--- src/rtl/sd_pkg.sv ---
package sd_pkg;
  typedef struct packed {
    logic half;
    logic swallow;
  } sd_mode_t;
endpackage

--- src/rtl/sd_half_stage.sv ---
module sd_half_stage (
  input  logic clk_i,
  input  logic rst_ni,
  input  logic load_i,
  input  logic half_i,
  output logic en_o
);
  logic ph_q;

  always_ff @(posedge clk_i or negedge rst_ni) begin
    if (!rst_ni)     ph_q <= 1'b0;
    else if (load_i) ph_q <= 1'b0;
    else if (half_i) ph_q <= ~ph_q;
  end

  // every cycle when the stage is off, every second cycle when on
  assign en_o = ~half_i | ph_q;
endmodule

--- src/rtl/sd_dual_mod.sv ---
module sd_dual_mod #(
  parameter int unsigned SW = 4
) (
  input  logic          clk_i,
  input  logic          rst_ni,
  input  logic          load_i,
  input  logic          bypass_i,
  input  logic          en_i,
  input  logic [SW-1:0] swallow_i,
  output logic          tick_o,
  output logic          sw_zero_o
);
  localparam int unsigned PW = SW + 1;
  localparam logic [PW-1:0] LAST_LO = PW'((1 << SW) - 1);
  localparam logic [PW-1:0] LAST_HI = PW'(1 << SW);

  logic [PW-1:0] ps_q;
  logic [SW-1:0] sw_q;
  logic          ps_wrap;

  assign sw_zero_o = (sw_q == '0);
  // modulus 2^SW+1 while swallow remains, 2^SW afterwards
  assign ps_wrap   = sw_zero_o ? (ps_q == LAST_LO) : (ps_q == LAST_HI);
  assign tick_o    = en_i & (bypass_i | ps_wrap);

  always_ff @(posedge clk_i or negedge rst_ni) begin
    if (!rst_ni) begin
      ps_q <= '0;
      sw_q <= '0;
    end else if (load_i) begin
      ps_q <= '0;
      sw_q <= swallow_i;
    end else if (en_i && !bypass_i) begin
      if (ps_wrap) begin
        ps_q <= '0;
        if (!sw_zero_o) sw_q <= sw_q - SW'(1);
      end else begin
        ps_q <= ps_q + PW'(1);
      end
    end
  end
endmodule

--- src/rtl/sd_main_cnt.sv ---
module sd_main_cnt #(
  parameter int unsigned MW = 12
) (
  input  logic          clk_i,
  input  logic          rst_ni,
  input  logic          load_i,
  input  logic          tick_i,
  input  logic [MW-1:0] load_val_i,
  output logic          last_o
);
  logic [MW-1:0] cnt_q;

  always_ff @(posedge clk_i or negedge rst_ni) begin
    if (!rst_ni)     cnt_q <= '0;
    else if (load_i) cnt_q <= load_val_i;
    else if (tick_i) cnt_q <= cnt_q - MW'(1);
  end

  assign last_o = (cnt_q == MW'(1));
endmodule

--- src/rtl/swallow_divider.sv ---
module swallow_divider
  import sd_pkg::*;
#(
  parameter int unsigned SWALLOW_W = 4,
  parameter int unsigned MAIN_W    = 12,
  parameter bit          HAS_HALF  = 1'b1
) (
  input  logic                          clk_i,
  input  logic                          rst_ni,
  input  logic                          standby_i,
  input  logic [1:0]                    mode_i,
  input  logic [SWALLOW_W+MAIN_W-1:0]   div_i,
  output logic                          pulse_o
);
  localparam int unsigned DIV_W = SWALLOW_W + MAIN_W;

  sd_mode_t mode_in, act_mode_q;
  logic run_q, cnt_en, load, en_raw, en_cnt, tick, main_last, wrap;
  logic sw_zero, swallow_on, pulse_q;
  logic [SWALLOW_W-1:0] sw_load;
  logic [MAIN_W-1:0]    main_load;

  assign mode_in    = sd_mode_t'(mode_i);
  assign swallow_on = act_mode_q.swallow;
  assign cnt_en     = run_q & ~standby_i;
  // direct mode drops the swallow field and uses bits above it as the count
  assign sw_load    = mode_in.swallow ? div_i[SWALLOW_W-1:0] : '0;
  assign main_load  = div_i[DIV_W-1:SWALLOW_W];
  assign en_cnt     = en_raw & cnt_en;
  assign wrap       = tick & main_last;
  assign load       = ~cnt_en | wrap;

  always_ff @(posedge clk_i or negedge rst_ni) begin
    if (!rst_ni) begin
      run_q      <= 1'b0;
      act_mode_q <= '0;
      pulse_q    <= 1'b0;
    end else begin
      run_q   <= ~standby_i;
      pulse_q <= wrap;
      if (load) act_mode_q <= mode_in;
    end
  end

  generate
    if (HAS_HALF) begin : g_half
      logic half_on;
      assign half_on = act_mode_q.half & act_mode_q.swallow;
      sd_half_stage u_half (
        .clk_i  (clk_i),
        .rst_ni (rst_ni),
        .load_i (load),
        .half_i (half_on),
        .en_o   (en_raw)
      );
    end else begin : g_nohalf
      assign en_raw = 1'b1;
    end
  endgenerate

  sd_dual_mod #(.SW(SWALLOW_W)) u_pre (
    .clk_i     (clk_i),
    .rst_ni    (rst_ni),
    .load_i    (load),
    .bypass_i  (~swallow_on),
    .en_i      (en_cnt),
    .swallow_i (sw_load),
    .tick_o    (tick),
    .sw_zero_o (sw_zero)
  );

  sd_main_cnt #(.MW(MAIN_W)) u_main (
    .clk_i      (clk_i),
    .rst_ni     (rst_ni),
    .load_i     (load),
    .tick_i     (tick),
    .load_val_i (main_load),
    .last_o     (main_last)
  );

  assign pulse_o = pulse_q;
endmodule

--- config.mk ---
export PLATFORM = sky130hd
export DESIGN_NAME = swallow_divider
export DESIGN_NICKNAME = d
export VERILOG_FILES = /design/src/rtl/sd_pkg.sv /design/src/rtl/sd_half_stage.sv /design/src/rtl/sd_dual_mod.sv /design/src/rtl/sd_main_cnt.sv /design/src/rtl/swallow_divider.sv
export SDC_FILE = /design/constraint.sdc
export NUM_CORES = 1
export LEC_CHECK = 0
export BUFFER_PORTS_ARGS = -buffer_cell sky130_fd_sc_hd__buf_2
export CORE_MARGIN = 2
export CORE_UTILIZATION = 40
export DETAILED_ROUTE_END_ITERATION = 12
export GPL_TIMING_DRIVEN = 0
export PLACE_DENSITY = 0.71
export SETUP_SLACK_MARGIN = 0.1
export SLEW_MARGIN = 10
export SYNTH_ARGS = -nofsm -noshare
export SYNTH_HDL_FRONTEND = slang
export SYNTH_SLANG_ARGS = --single-unit
--- constraint.sdc ---
create_clock -name clk_i -period 3.3 [get_ports clk_i]
set_input_delay 0.33 -clock clk_i [delete_from_list [all_inputs] [get_ports clk_i]]
set_output_delay 0.33 -clock clk_i [all_outputs]
set_load 0.01 [all_outputs]
* Yosys cells after proc, flatten, opt, wreduce, memory -nomap -nowiden
Index checks and enable logic that the tools add are counted.
** Cells by class
- Add/subtract/negate cells :: 3
- Equality and inequality tests :: 4
- Muxes and demuxes :: 13
- Bitwise logic cells :: 13
- Reductions and logical operators :: 7
** Operators by type and width (count)
- 2-to-1 mux 12 bit :: 2
- 2-to-1 mux 4 bit :: 5
- 2-to-1 mux 5 bit :: 3
- == test 12 x 1 -> 1 bit (second input constant) :: 1
- subtractor 12 x 1 -> 12 bit (second input constant) :: 1
- nonzero test 2 bit :: 4
- adder 5 x 1 -> 5 bit (second input constant) :: 1
- bitwise AND 1 bit :: 5
- == test 5 x 4 -> 1 bit (second input constant) :: 1
- == test 5 bit (second input constant) :: 1
- NOT 1 bit :: 5
- zero test 4 bit :: 1
- subtractor 4 x 1 -> 4 bit (second input constant) :: 1
- 2-to-1 mux 1 bit :: 3
- bitwise OR 1 bit :: 3
- AND reduction 3 bit :: 1
- != test 2 bit (second input constant) :: 1
- logical AND 1 bit :: 1
** Storage, ports and cells
- Register bits after elaboration :: 26
- Bits of input ports :: 21
- Output and inout port bits :: 1
- Logic and storage cells :: 48

* Longest topological paths before layout
Gate-level depths: netlist of the first run.
- Word-level depth :: 9
- Mapped depth :: 8
- Gate-level depth less buffers :: 7

* Hierarchy
A second synthesis of the first run with hierarchy kept.
** Second synthesis, totals
- Cell total of the unflattened synthesis :: 149
- Area total of the unflattened synthesis :: 1535.2 um^2
** Modules (own cells, without submodules)
- sd_main_cnt :: times used 1, cells each 72, area each 715.7 um^2, seq. area each 300.3 um^2
- sd_dual_mod :: times used 1, cells each 56, area each 568.0 um^2, seq. area each 225.2 um^2
- swallow_divider :: times used 1, cells each 17, area each 202.7 um^2, seq. area each 100.1 um^2
- sd_half_stage :: times used 1, cells each 4, area each 48.8 um^2, seq. area each 25.0 um^2

* Worst setup path after synthesis of the first run
OpenSTA, ideal clock, no wires.
- Path type :: register to register
- Start :: register u_pre.ps_q[1]
- End :: register act_mode_q[1] (netlist bit)
- Library setup time :: 0.125 ns
- Data arrival time :: 2.196 ns
- Data required time :: 3.175 ns
- Path slack :: 0.979 ns
- Cell stages (with the launch flop) :: 6
- Buffers on the path :: 0
- Clock period less this slack :: 2.321 ns
- Path through :: dfrtp_1 > or4b_4 > or3_4 > a311o_1 > nand2_1 > mux2_2
** Between the ends
- Longest elaborated chain between the ends :: 6
** RTL lines
- from (decl) :: RTL line sd_dual_mod.sv:17 : logic [PW-1:0] ps_q;
- from (signal assigned) :: RTL line sd_dual_mod.sv:38 : ps_q <= ps_q + PW'(1);
- == test 5 bit or == test 5 x 4 -> 1 bit (tied branches) :: RTL line sd_dual_mod.sv:23 : assign ps_wrap = sw_zero_o ? (ps_q == LAST_LO) : (ps_q == LAST_HI);
- 2-to-1 mux 1 bit * :: RTL line sd_dual_mod.sv:23
- bitwise OR 1 bit * :: RTL line sd_dual_mod.sv:24 : assign tick_o = en_i & (bypass_i | ps_wrap);
- bitwise AND 1 bit * :: RTL line sd_dual_mod.sv:24
- bitwise AND 1 bit * :: RTL line swallow_divider.sv:30 : assign wrap = tick & main_last;
- bitwise OR 1 bit * :: RTL line swallow_divider.sv:31 : assign load = ~cnt_en | wrap;
- to (signal assigned) :: RTL line swallow_divider.sv:41 : if (load) act_mode_q <= mode_in;
- to (decl) :: RTL line swallow_divider.sv:17 : sd_mode_t mode_in, act_mode_q;
Mark *: on every way between the ends. The rest lies on a longest branch, timed or not.
A chain may end at the register's enable or synchronous reset.

* Worst setup path after layout of the first run
- Start :: register u_main.cnt_q[9]
- End :: register act_mode_q[1] (netlist bit)
** Between the ends
- Longest elaborated chain between the ends :: 3
** RTL lines
- from (decl) :: RTL line sd_main_cnt.sv:11 : logic [MW-1:0] cnt_q;
- from (signal assigned) :: RTL line sd_main_cnt.sv:15 : else if (load_i) cnt_q <= load_val_i;
- from (signal assigned) :: RTL line sd_main_cnt.sv:16 : else if (tick_i) cnt_q <= cnt_q - MW'(1);
- == test 12 x 1 -> 1 bit :: RTL line sd_main_cnt.sv:19 : assign last_o = (cnt_q == MW'(1));
- bitwise AND 1 bit :: RTL line swallow_divider.sv:30
- bitwise OR 1 bit :: RTL line swallow_divider.sv:31
Every way passes these cells.

==> flow_results.xml, run 1 <==
<?xml version="1.0" encoding="UTF-8"?>
<metrics>
  <group name="synthesis">
    <metric name="synth.avg_cell_area" unit="um^2">8.93</metric>
    <metric name="syn_std_cell_area" unit="mm^2">0.00165</metric>
    <metric name="most_frequent_cell_after_synthesis" unit="">dfrtp_1</metric>
    <metric name="synthesis.instances" unit="">185</metric>
    <metric name="synth_enable_flop_cells" unit="">0</metric>
    <metric name="synth_top_cell_area_share" unit="%">39.4</metric>
    <metric name="ys_seq_elements" unit="">26</metric>
    <metric name="synthesis.yosys.warnings" unit="">0</metric>
    <metric name="synth-main-ff-cell" unit="">dfrtp_1</metric>
    <metric name="yosysSeqAreaShare" unit="%">39.4</metric>
    <metric name="synthArstFlopShare" unit="%">100</metric>
    <metric name="synth_cell_type_count" unit="">48</metric>
    <metric name="synthesis.nets" unit="">210</metric>
    <metric name="synth.largest_area_cell" unit="">dfrtp_1</metric>
    <metric name="synth_commonest_cells" unit="">dfrtp_1, nand2_1, nor2_1</metric>
    <metric name="netlist_top_cells_area" unit="">dfrtp_1, nand2_1, nor3_1</metric>
  </group>
  <group name="cts">
    <metric name="cts_buffer_depth" unit="">2</metric>
    <metric name="cts_buffers" unit="">3</metric>
    <metric name="clk_latency" unit="ns">0.28</metric>
    <metric name="cts.clk_slew.worst_paths" unit="ns">0.09</metric>
    <metric name="postCtsResizedCells" unit="">0</metric>
    <metric name="numClockSinks" unit="">26</metric>
    <metric name="cts_htree_levels" unit="">1</metric>
    <metric name="clock_tree.root_cell" unit="">clkbuf_8</metric>
    <metric name="cts_hold_buffers" unit="">0</metric>
    <metric name="tritoncts" unit="">done</metric>
    <metric name="setup_bufs_post_cts" unit="">0</metric>
  </group>
  <group name="timing">
    <metric name="timing.fmax" unit="GHz">0.384</metric>
    <metric name="final_period_minus_worst_setup_slack" unit="ns">2.61</metric>
    <metric name="setup_viol" unit="">0</metric>
    <metric name="setup_repair_after_global_routing_missed_its_margin" unit="">false</metric>
    <metric name="finalSetupTns" unit="ns">0</metric>
    <metric name="layout_worst_path_cycle_share" unit="%">79.0</metric>
    <metric name="report.final.hold_viol_count" unit="">0</metric>
    <metric name="timing.slew.headroom" unit="%">40.9</metric>
    <metric name="slew_violations" unit="">0</metric>
    <metric name="slew_worst_pin" unit="ns">0.880</metric>
    <metric name="clock_skew" unit="ns">0.00931</metric>
    <metric name="final_critical_path_setup_slack" unit="ns">0.693</metric>
  </group>
  <group name="final_layout">
    <metric name="areaGrowthSynthToFinish" unit="%">12.6</metric>
    <metric name="antenna_cells" unit="">0</metric>
    <metric name="finalInstanceArea" unit="mm^2">0.00186</metric>
    <metric name="num-fill-cells" unit="">385</metric>
    <metric name="drive_gt1_share" unit="%">18.7</metric>
    <metric name="design.final.nets" unit="">236</metric>
  </group>
  <group name="global_routing">
    <metric name="first_global_vias" unit="">1429</metric>
    <metric name="antenna_found_initial" unit="">0</metric>
    <metric name="grt_first_pass_wirelength" unit="um">6510</metric>
    <metric name="grt_overflow_total" unit="">0</metric>
    <metric name="global_router_s_overall_resource_usage" unit="%">18.5</metric>
    <metric name="grt_start_max_net_pins" unit="">27</metric>
  </group>
  <group name="setup_path">
    <metric name="worst_ep_arrival_time" unit="ns">2.77</metric>
    <metric name="startpoint_type" unit="">flop</metric>
    <metric name="slowest_stage" unit="">nor4_1</metric>
    <metric name="crit_fanout" unit="">7</metric>
    <metric name="crit_path_end_kind" unit="">flop</metric>
    <metric name="critical_path_class" unit="">flop to flop</metric>
    <metric name="cp_cell_sequence" unit="">nor4_1 &gt; nand3_1 &gt; a311o_1 &gt; nand2_1 &gt; mux2_2</metric>
    <metric name="rr_worst_depth" unit="">5</metric>
    <metric name="worstPathRequired" unit="ns">3.46</metric>
    <metric name="cpPeakStageDelay" unit="ns">0.66</metric>
  </group>
  <group name="route">
    <metric name="ant_nets" unit="">0</metric>
    <metric name="route.detailed.vias_per_inst" unit="">5.77</metric>
    <metric name="dr_wl_met3" unit="um">199</metric>
    <metric name="routed_wirelength" unit="um">3740</metric>
    <metric name="wl_per_cell" unit="um">14.4</metric>
    <metric name="dr_total_vias" unit="">1495</metric>
    <metric name="m1WireLength" unit="um">1690</metric>
    <metric name="dr.first_iter.drc_count" unit="">171</metric>
    <metric name="topRoutingLayerUsed" unit="">met4</metric>
    <metric name="dr.pass1.iters" unit="">5</metric>
    <metric name="met2_length" unit="um">1820</metric>
    <metric name="detail_route.drc_violations" unit="">0</metric>
  </group>
  <group name="status">
    <metric name="run_status" unit="">complete, no violations</metric>
  </group>
  <group name="power">
    <metric name="combinationalPowerShare" unit="%">20.6</metric>
    <metric name="power_frac_clock" unit="%">26.2</metric>
    <metric name="p_per_area" unit="mW/mm^2">379</metric>
    <metric name="power.ir.vdd_worst" unit="mV">0.228</metric>
    <metric name="power_frac_seq" unit="%">53.2</metric>
    <metric name="cellInternalPower" unit="uW">492</metric>
    <metric name="power.switching" unit="uW">215</metric>
    <metric name="p_leak" unit="uW">0.000785</metric>
    <metric name="switching_share" unit="%">30.4</metric>
  </group>
  <group name="placement">
    <metric name="pre_cts_ws" unit="ns">0.731</metric>
    <metric name="dp_hpwl" unit="um">2750</metric>
    <metric name="count_of_port_buffers_added_during_placement" unit="">21</metric>
    <metric name="placed_area" unit="mm^2">0.00182</metric>
    <metric name="gp_congestion" unit="">0.895</metric>
  </group>
  <group name="floorplanning">
    <metric name="coreArea" unit="mm^2">0.00400</metric>
    <metric name="die_area" unit="mm^2">0.00466</metric>
    <metric name="die_w" unit="um">68.3</metric>
    <metric name="die_h" unit="um">68.3</metric>
    <metric name="ios" unit="">22</metric>
    <metric name="floorplan.rows" unit="">23</metric>
    <metric name="initial_utilization" unit="%">41.3</metric>
  </group>
  <group name="job">
    <metric name="cap_violations" unit="">0</metric>
  </group>
  <group name="min_path">
    <metric name="timing.hold.worst.class" unit="">input pin to async pin</metric>
  </group>
</metrics>
-- stage by stage --
step | power (uW) | cells | util (%) | hold WS, ns
floorplan | 479 | 185 | - | 0.0344
detailed placement | 527 | 256 | 45.5 | 0.372
finish | 707 | 259 | 46.5 | 0.0445
CTS | 713 | 259 | 46.5 | 0.0642
global placement | 525 | 256 | 45.5 | 0.374
global route | 753 | 259 | 46.5 | 0.0856
-- worst max-delay path: cells and delay by family, from the launching register on --
kind	cells	cell delay (ns)
multiplexers	1	0.36
AND/OR/NAND/NOR	3	1.18
AO/OA/AOI/OAI	1	0.50
flip-flops	1	0.45
-- placed cells by master (no fill, tap or decap), types with 2 or more instances in the layout --
master    count
a211o_1       2
a21oi_1      11
a221o_1       4
a22o_1        2
a311oi_1      2
a31oi_1       4
and2_2        2
buf_2        22
buf_6         2
clkbuf_1      3
clkbuf_8      3
dfrtp_1      26
ha_1          4
inv_1         9
mux2_2        2
mux2i_1       3
nand2_1      17
nand2b_1      2
nand3_1       9
nand4_1       2
nor2_1       16
nor2b_1       3
nor3_1       12
nor3b_1       4
nor4_1        6
nor4_2        2
nor4bb_1      2
o21a_1        3
o21ai_0       7
or3_1         2
or4_1         2
xor2_1        2
-- registers in the layout, indices dropped and copies added, names as in the netlist --
register,count
g_half.u_half.ph_q,1
u_pre.sw_q,4
run_q,1
u_pre.ps_q,5
swallow_on,1
act_mode_q,1
u_main.cnt_q,12
pulse_o,1
-- kinds of logic (layout without fill, tap and decap cells) --
kind of cell | Yosys count | in the layout | share of synthesized area (%)
AO/OA/AOI/OAI | 44 | 44 | 18.8
AND/OR/NAND/NOR | 87 | 87 | 29.4
multiplexers | 5 | 5 | 3.18
buffers and inverters | 16 | 40 | 4.69
adder cells (fa/ha/maj) | 4 | 4 | 3.03
flip-flops | 26 | 26 | 39.4
XOR/XNOR | 3 | 3 | 1.59
-- layout make-up --
type / count / area [um^2] / area share (%)
Inverter: 9 / 33.8 / 1.81
Sequential cell: 26 / 651 / 34.9
Buffer: 7 / 43.8 / 2.35
Timing Repair Buffer: 21 / 105 / 5.65
Multi-Input combinational cell: 143 / 925 / 49.7
Tap cell: 50 / 62.6 / 3.36
Clock buffer: 3 / 41.3 / 2.22
-- routing by layer --
metal | vias to the layer above | global-route usage, %
li1 | 743 | -
met4 | 0 | 3.25
met1 | 700 | 23.1
met2 | 48 | 32.8
met3 | 4 | 4.11
met5 | - | 0
-- path summary, 6_finish.rpt --
path / end / slack (ns) / start
max reg2reg: act_mode_q[1] / 0.69 / u_main.cnt_q[9]
min: u_main.cnt_q[0] / 0.04 / rst_ni
max: act_mode_q[1] / 0.69 / u_main.cnt_q[9]
max in group asynchronous: u_main.cnt_q[10] / 2.86 / rst_ni
min reg2reg: u_main.cnt_q[11] / 0.53 / u_main.cnt_q[11]
min in group clk_i: run_q / 0.20 / standby_i
-- power by group through the flow --
stage | logic (uW) | clock network [uW] | registers [uW]
2_1_floorplan | 105 | 0 | 374
3_3_place_gp | 144 | 0 | 380
3_5_place_dp | 146 | 0 | 381
4_1_cts | 147 | 191 | 375
5_1_grt | 166 | 206 | 381
6_report | 146 | 185 | 376
No activity file was read; power rests on OpenSTA's default activity.
==> run 2, diff against run 1 <==
PLACE_DENSITY = 0.73   (was 0.71)
clock period = 2.25 ns   (was 3.3 ns; I/O delays follow)
==> flow_results.xml, run 2 (synthesis gave the netlist of run 1 again) <==
<?xml version="1.0" encoding="UTF-8"?>
<metrics>
  <group name="cts">
    <metric name="cts_buffers" unit="">3</metric>
    <metric name="tritoncts" unit="">done</metric>
    <metric name="cts_htree_levels" unit="">1</metric>
    <metric name="numClockSinks" unit="">26</metric>
    <metric name="cts.clk_slew.worst_paths" unit="ns">0.09</metric>
    <metric name="clk_latency" unit="ns">0.28</metric>
    <metric name="cts_buffer_depth" unit="">2</metric>
    <metric name="clock_tree.root_cell" unit="">clkbuf_8</metric>
  </group>
  <group name="timing">
    <metric name="final_critical_path_setup_slack" unit="ns">-0.0819</metric>
    <metric name="clock_skew" unit="ns">0.0106</metric>
    <metric name="report.final.hold_viol_count" unit="">0</metric>
    <metric name="finalSetupTns" unit="ns">-0.323</metric>
    <metric name="hold_slack_final" unit="ns">0.118</metric>
    <metric name="timing.fmax" unit="GHz">0.429</metric>
    <metric name="setup_viol" unit="">8</metric>
    <metric name="layout_worst_path_cycle_share" unit="%">104</metric>
    <metric name="setup_repair_after_global_routing_missed_its_margin" unit="">true</metric>
    <metric name="slew_worst_pin" unit="ns">0.594</metric>
    <metric name="final_period_minus_worst_setup_slack" unit="ns">2.33</metric>
    <metric name="timing.slew.headroom" unit="%">60.4</metric>
    <metric name="slew_violations" unit="">0</metric>
  </group>
  <group name="status">
    <metric name="violations_in_the_final_reports" unit="">negative setup slack</metric>
    <metric name="run_status" unit="">finished, violations left</metric>
  </group>
  <group name="route">
    <metric name="ant_nets" unit="">0</metric>
    <metric name="dr_total_vias" unit="">1569</metric>
    <metric name="dr.first_iter.drc_count" unit="">96</metric>
    <metric name="dr.pass1.iters" unit="">4</metric>
    <metric name="wl_per_cell" unit="um">16.0</metric>
    <metric name="detail_route.drc_violations" unit="">0</metric>
    <metric name="routed_wirelength" unit="um">4350</metric>
    <metric name="route.detailed.vias_per_inst" unit="">5.77</metric>
  </group>
  <group name="final_layout">
    <metric name="largest_register" unit="">u_main.cnt_q</metric>
    <metric name="areaGrowthSynthToFinish" unit="%">30.7</metric>
    <metric name="antenna_cells" unit="">0</metric>
    <metric name="stdcell_count" unit="">272</metric>
    <metric name="drive_gt1_share" unit="%">32.4</metric>
    <metric name="largest_register_ff_count" unit="">12</metric>
    <metric name="final_cell_mix" unit="">dfrtp_1, buf_2, nand2_1</metric>
    <metric name="design.final.nets" unit="">249</metric>
    <metric name="layout_commonest_cell" unit="">dfrtp_1</metric>
    <metric name="biggestRegsByFlops" unit="">u_main.cnt_q: 12 flops, u_pre.ps_q: 5 flops, u_pre.sw_q: 4 flops</metric>
    <metric name="num-fill-cells" unit="">363</metric>
    <metric name="finalInstanceArea" unit="mm^2">0.00216</metric>
  </group>
  <group name="floorplanning">
    <metric name="ios" unit="">22</metric>
    <metric name="floorplan.rows" unit="">23</metric>
    <metric name="die_w" unit="um">68.3</metric>
    <metric name="die_area" unit="mm^2">0.00466</metric>
    <metric name="die_h" unit="um">68.3</metric>
    <metric name="initial_utilization" unit="%">41.3</metric>
    <metric name="coreArea" unit="mm^2">0.00400</metric>
  </group>
  <group name="power">
    <metric name="report.power.total" unit="uW">1090</metric>
    <metric name="power.ir.vdd_worst" unit="mV">0.420</metric>
    <metric name="p_leak" unit="uW">0.000900</metric>
    <metric name="p_per_area" unit="mW/mm^2">503</metric>
  </group>
  <group name="setup_path">
    <metric name="cp_cell_sequence" unit="">nor4bb_2 &gt; nand4_1 &gt; a311o_2 &gt; nand2_4 &gt; mux2_4</metric>
    <metric name="critical_path_class" unit="">flop to flop</metric>
    <metric name="slowest_stage" unit="">dfrtp_1</metric>
    <metric name="crit_path_end_kind" unit="">flop</metric>
    <metric name="reg2reg_setup_slack" unit="ns">-0.08</metric>
    <metric name="reg2reg_from" unit="">u_pre.ps_q[0]</metric>
    <metric name="startpoint_type" unit="">flop</metric>
    <metric name="crit_fanout" unit="">8</metric>
    <metric name="worstPathRequired" unit="ns">2.41</metric>
    <metric name="cpPeakStageDelay" unit="ns">0.55</metric>
    <metric name="rr_worst_depth" unit="">5</metric>
    <metric name="worstPathBufferInverterCount" unit="">0</metric>
    <metric name="critPathTopFamily" unit="">simple AND/OR/NAND/NOR gates</metric>
    <metric name="critical_path.reg2reg.endpoint" unit="">act_mode_q[1]</metric>
    <metric name="worst_ep_arrival_time" unit="ns">2.49</metric>
  </group>
  <group name="min_path">
    <metric name="min-delay-start" unit="">standby_i</metric>
    <metric name="worstHoldPathCells" unit="">2</metric>
    <metric name="min_delay_worst_endpoint" unit="">run_q</metric>
    <metric name="timing.hold.worst.class" unit="">input pin to flop</metric>
  </group>
  <group name="global_routing">
    <metric name="antenna_found_initial" unit="">0</metric>
    <metric name="grt_first_pass_wirelength" unit="um">6570</metric>
    <metric name="first_global_vias" unit="">1442</metric>
    <metric name="grt_start_max_net_pins" unit="">27</metric>
    <metric name="global_router_s_overall_resource_usage" unit="%">18.8</metric>
    <metric name="grt_overflow_total" unit="">0</metric>
  </group>
  <group name="placement">
    <metric name="placed_area" unit="mm^2">0.00182</metric>
    <metric name="total_placed_cells_including_tap_cells" unit="">256</metric>
    <metric name="count_of_port_buffers_added_during_placement" unit="">21</metric>
    <metric name="gp_congestion" unit="">0.907</metric>
    <metric name="dp_hpwl" unit="um">2790</metric>
  </group>
  <group name="job">
    <metric name="cap_violations" unit="">0</metric>
  </group>
</metrics>
## run 2: changes by cell type in the layout (fill, tap and decap cells not counted), moves of 3 or more
| cell | delta |
|---|---|
| buf_4 | +11 |
| a21oi_1 | -5 |
| a21oi_2 | +3 |
| nor4_1 | -3 |
| nor4_4 | +3 |
## run 2: where the power goes
| part | switching, uW | total [uW] | internal (uW) | leakage, uW |
|---|---|---|---|---|
| logic | 138 | 257 | 119 | 0.000553 |
| clock network | 146 | 267 | 120 | 0.0000216 |
| registers | 57.1 | 562 | 505 | 0.000326 |
## run 2: worst max-delay path by stage
stage                               start              end  slack [ns]  depth (start not counted)
after floorplan             u_pre.ps_q[1]  u_main.cnt_q[5]       -0.04                          6
after global placement    u_main.cnt_q[9]    act_mode_q[1]       -0.22                          5
after detailed placement  u_main.cnt_q[9]    act_mode_q[1]       -0.26                          5
after CTS                   u_pre.ps_q[2]    u_pre.sw_q[3]       -0.11                          6
after global routing        u_pre.sw_q[0]    u_pre.sw_q[3]       -0.18                          8
final                       u_pre.ps_q[0]    act_mode_q[1]       -0.08                          5
## run 2: per-layer routing
layer	share of wire (%)	global-route usage [%]	vias up
li1	-	-	768
met1	44	23.8	760
met2	52	33.7	34
met3	3.1	3.95	7
met4	0.87	2.25	0
met5	0	0	-
## run 2: final cells by class
type                            count  area, um^2  share of cell area, %
Inverter                            9        33.8                   1.56
Clock buffer                        3        41.3                   1.91
Multi-Input combinational cell    143        1100                   50.9
Tap cell                           50        62.6                   2.90
Sequential cell                    26         651                   30.1
Buffer                              6        37.5                   1.74
Timing Repair Buffer               35         234                   10.8
## run 2: through the flow
stage | setup WS [ns] | util [%]
final | -0.0819 | 54.0
after global routing | -0.179 | 54.0
after CTS | -0.107 | 49.6
after detailed placement | -0.262 | 45.6
after global placement | -0.220 | 45.6
after floorplan | -0.0355 | -
## run 2: timing repair
action,4_1_cts,5_1_grt
resized for setup,14,23
hold endpoints to repair,26,0
setup endpoints to repair,24,24
hold buffers,1,0
pin swaps,7,10
setup buffers,6,5
gates cloned,0,2
## run 2: worst register-to-register path: cells and delay by family (launching register included)
| kind | cells | cell delay, ns |
|---|---|---|
| compound gates | 1 | 0.53 |
| flops | 1 | 0.55 |
| mux | 1 | 0.31 |
| simple gates | 3 | 0.84 |
==> run 3, diff against run 2 <==
==> constraint.sdc (replaced) <==
create_clock -name clk_i -period 2.25 [get_ports clk_i]
set_input_delay 0.5625 -clock clk_i [delete_from_list [all_inputs] [get_ports clk_i]]
set_output_delay 0.5625 -clock clk_i [all_outputs]
set_load 0.01 [all_outputs]
==> flow_results.xml, run 3 (synthesis gave the netlist of run 1 again) <==
<?xml version="1.0" encoding="UTF-8"?>
<metrics>
  <group name="timing">
    <metric name="clock_skew" unit="ns">0.0108</metric>
    <metric name="finalSetupTns" unit="ns">-0.312</metric>
    <metric name="final_critical_path_setup_slack" unit="ns">-0.0800</metric>
    <metric name="timing.fmax" unit="GHz">0.429</metric>
    <metric name="layout_worst_path_cycle_share" unit="%">104</metric>
    <metric name="final_period_minus_worst_setup_slack" unit="ns">2.33</metric>
    <metric name="timing.slew.headroom" unit="%">60.2</metric>
    <metric name="slew_violations" unit="">0</metric>
    <metric name="report.final.hold_viol_count" unit="">0</metric>
    <metric name="setup_viol" unit="">8</metric>
    <metric name="slew_worst_pin" unit="ns">0.597</metric>
    <metric name="setup_repair_after_global_routing_missed_its_margin" unit="">true</metric>
  </group>
  <group name="setup_path">
    <metric name="rr_worst_depth" unit="">5</metric>
    <metric name="crit_path_end_kind" unit="">flop</metric>
    <metric name="crit_fanout" unit="">8</metric>
    <metric name="startpoint_type" unit="">flop</metric>
    <metric name="reg2reg_from" unit="">u_pre.ps_q[0]</metric>
    <metric name="critical_path_class" unit="">flop to flop</metric>
    <metric name="critical_path.reg2reg.endpoint" unit="">act_mode_q[1]</metric>
    <metric name="reg2reg_setup_slack" unit="ns">-0.08</metric>
    <metric name="worstPathRequired" unit="ns">2.41</metric>
    <metric name="worst_ep_arrival_time" unit="ns">2.49</metric>
  </group>
  <group name="route">
    <metric name="detail_route.drc_violations" unit="">0</metric>
    <metric name="dr_total_vias" unit="">1573</metric>
    <metric name="route.detailed.vias_per_inst" unit="">5.80</metric>
    <metric name="wl_per_cell" unit="um">16.1</metric>
    <metric name="dr.pass1.iters" unit="">5</metric>
    <metric name="dr.first_iter.drc_count" unit="">119</metric>
    <metric name="routed_wirelength" unit="um">4350</metric>
    <metric name="ant_nets" unit="">0</metric>
  </group>
  <group name="cts">
    <metric name="numClockSinks" unit="">26</metric>
    <metric name="cts_buffer_depth" unit="">2</metric>
    <metric name="clk_latency" unit="ns">0.28</metric>
    <metric name="cts.clk_slew.worst_paths" unit="ns">0.09</metric>
    <metric name="cts_buffers" unit="">3</metric>
    <metric name="tritoncts" unit="">done</metric>
    <metric name="cts_htree_levels" unit="">1</metric>
    <metric name="clock_tree.root_cell" unit="">clkbuf_8</metric>
  </group>
  <group name="placement">
    <metric name="dp_hpwl" unit="um">2790</metric>
    <metric name="gp_congestion" unit="">0.907</metric>
    <metric name="count_of_port_buffers_added_during_placement" unit="">21</metric>
    <metric name="total_placed_cells_including_tap_cells" unit="">256</metric>
    <metric name="pre_cts_ws" unit="ns">-0.262</metric>
    <metric name="placed_area" unit="mm^2">0.00182</metric>
  </group>
  <group name="global_routing">
    <metric name="antenna_found_initial" unit="">0</metric>
    <metric name="first_global_vias" unit="">1442</metric>
    <metric name="global_router_s_overall_resource_usage" unit="%">18.8</metric>
    <metric name="grt_start_max_net_pins" unit="">27</metric>
    <metric name="grt_overflow_total" unit="">0</metric>
    <metric name="grt_first_pass_wirelength" unit="um">6570</metric>
  </group>
  <group name="floorplanning">
    <metric name="coreArea" unit="mm^2">0.00400</metric>
    <metric name="initial_utilization" unit="%">41.3</metric>
    <metric name="die_w" unit="um">68.3</metric>
    <metric name="die_h" unit="um">68.3</metric>
    <metric name="ios" unit="">22</metric>
    <metric name="die_area" unit="mm^2">0.00466</metric>
    <metric name="floorplan.rows" unit="">23</metric>
  </group>
  <group name="final_layout">
    <metric name="areaGrowthSynthToFinish" unit="%">30.1</metric>
    <metric name="drive_gt1_share" unit="%">32.6</metric>
    <metric name="layout_commonest_cell" unit="">dfrtp_1</metric>
    <metric name="antenna_cells" unit="">0</metric>
    <metric name="stdcell_count" unit="">271</metric>
    <metric name="biggestRegsByFlops" unit="">u_main.cnt_q: 12 flops, u_pre.ps_q: 5 flops, u_pre.sw_q: 4 flops</metric>
    <metric name="finalInstanceArea" unit="mm^2">0.00215</metric>
    <metric name="largest_register" unit="">u_main.cnt_q</metric>
    <metric name="final_cell_mix" unit="">dfrtp_1, buf_2, nand2_1</metric>
    <metric name="largest_register_ff_count" unit="">12</metric>
    <metric name="design.final.nets" unit="">248</metric>
  </group>
  <group name="status">
    <metric name="violations_in_the_final_reports" unit="">negative setup slack</metric>
    <metric name="run_status" unit="">finished, violations left</metric>
  </group>
  <group name="power">
    <metric name="cellInternalPower" unit="uW">744</metric>
    <metric name="power.ir.vdd_worst" unit="mV">0.420</metric>
    <metric name="power_frac_clock" unit="%">24.6</metric>
    <metric name="power.switching" unit="uW">341</metric>
    <metric name="switching_share" unit="%">31.5</metric>
    <metric name="p_leak" unit="uW">0.000896</metric>
    <metric name="power_frac_seq" unit="%">51.8</metric>
    <metric name="combinationalPowerShare" unit="%">23.6</metric>
    <metric name="p_per_area" unit="mW/mm^2">505</metric>
  </group>
  <group name="job">
    <metric name="cap_violations" unit="">0</metric>
  </group>
  <group name="min_path">
    <metric name="timing.hold.worst.class" unit="">input pin to async pin</metric>
  </group>
</metrics>
[run 3: area by class of cell]
type	count	area [um^2]
fillers	367	1850
well taps	50	62.6
inverters	9	33.8
flip-flops and latches	26	651
plain buffers	6	37.5
multi-input cells	143	1100
clock buffers	3	41.3
repair buffers	34	224
[run 3: repair_timing]
item                                    CTS  global route
setup buffers                             6             5
hold buffers                              0             0
cloned                                    0             2
gates resized for setup                  14            23
endpoints found under the setup margin   24            24
pin swaps                                 7            10
[run 3: layer usage]
metal	vias to the layer above	track usage, %	routed length (um)
met2	34	33.7	2270
met3	7	3.95	139
met5	-	0	0
met1	766	23.8	1900
met4	0	2.25	38
li1	766	-	-
[run 3: through the flow]
stage / total power (uW) / util, % / hold slack (ns)
finish: 1080 / 53.7 / 0.272
global placement: 768 / 45.6 / 0.521
floorplan: 702 / - / 0.267
global route: 1150 / 53.7 / 0.332
CTS: 1060 / 49.4 / 0.304
detailed placement: 774 / 45.6 / 0.520
[run 3: worst max-delay path: stages (launching register included)]
cell and delay [ns]:
dfrtp_1 0.55, nor4bb_2 0.45, nand4_1 0.22, a311o_2 0.52, nand2_4 0.16, mux2_4 0.31
[run 3: worst max-delay path by stage]
stage | start | endpoint | slack, ns | cells past startpoint
after floorplan | u_pre.ps_q[1] | u_main.cnt_q[5] | -0.04 | 6
after global placement | u_main.cnt_q[9] | act_mode_q[1] | -0.22 | 5
after detailed placement | u_main.cnt_q[9] | act_mode_q[1] | -0.26 | 5
after CTS | u_pre.ps_q[2] | u_pre.sw_q[3] | -0.11 | 6
after global routing | u_pre.sw_q[0] | u_pre.sw_q[3] | -0.18 | 8
final | u_pre.ps_q[0] | act_mode_q[1] | -0.08 | 5
[run 3: power groups by stage]
stage / combinational [uW] / sequential (uW) / clock [uW]
CTS: 228 / 555 / 277
global route: 288 / 569 / 298
global placement: 210 / 557 / 0
floorplan: 154 / 548 / 0
detailed placement: 214 / 560 / 0
finish: 256 / 562 / 267
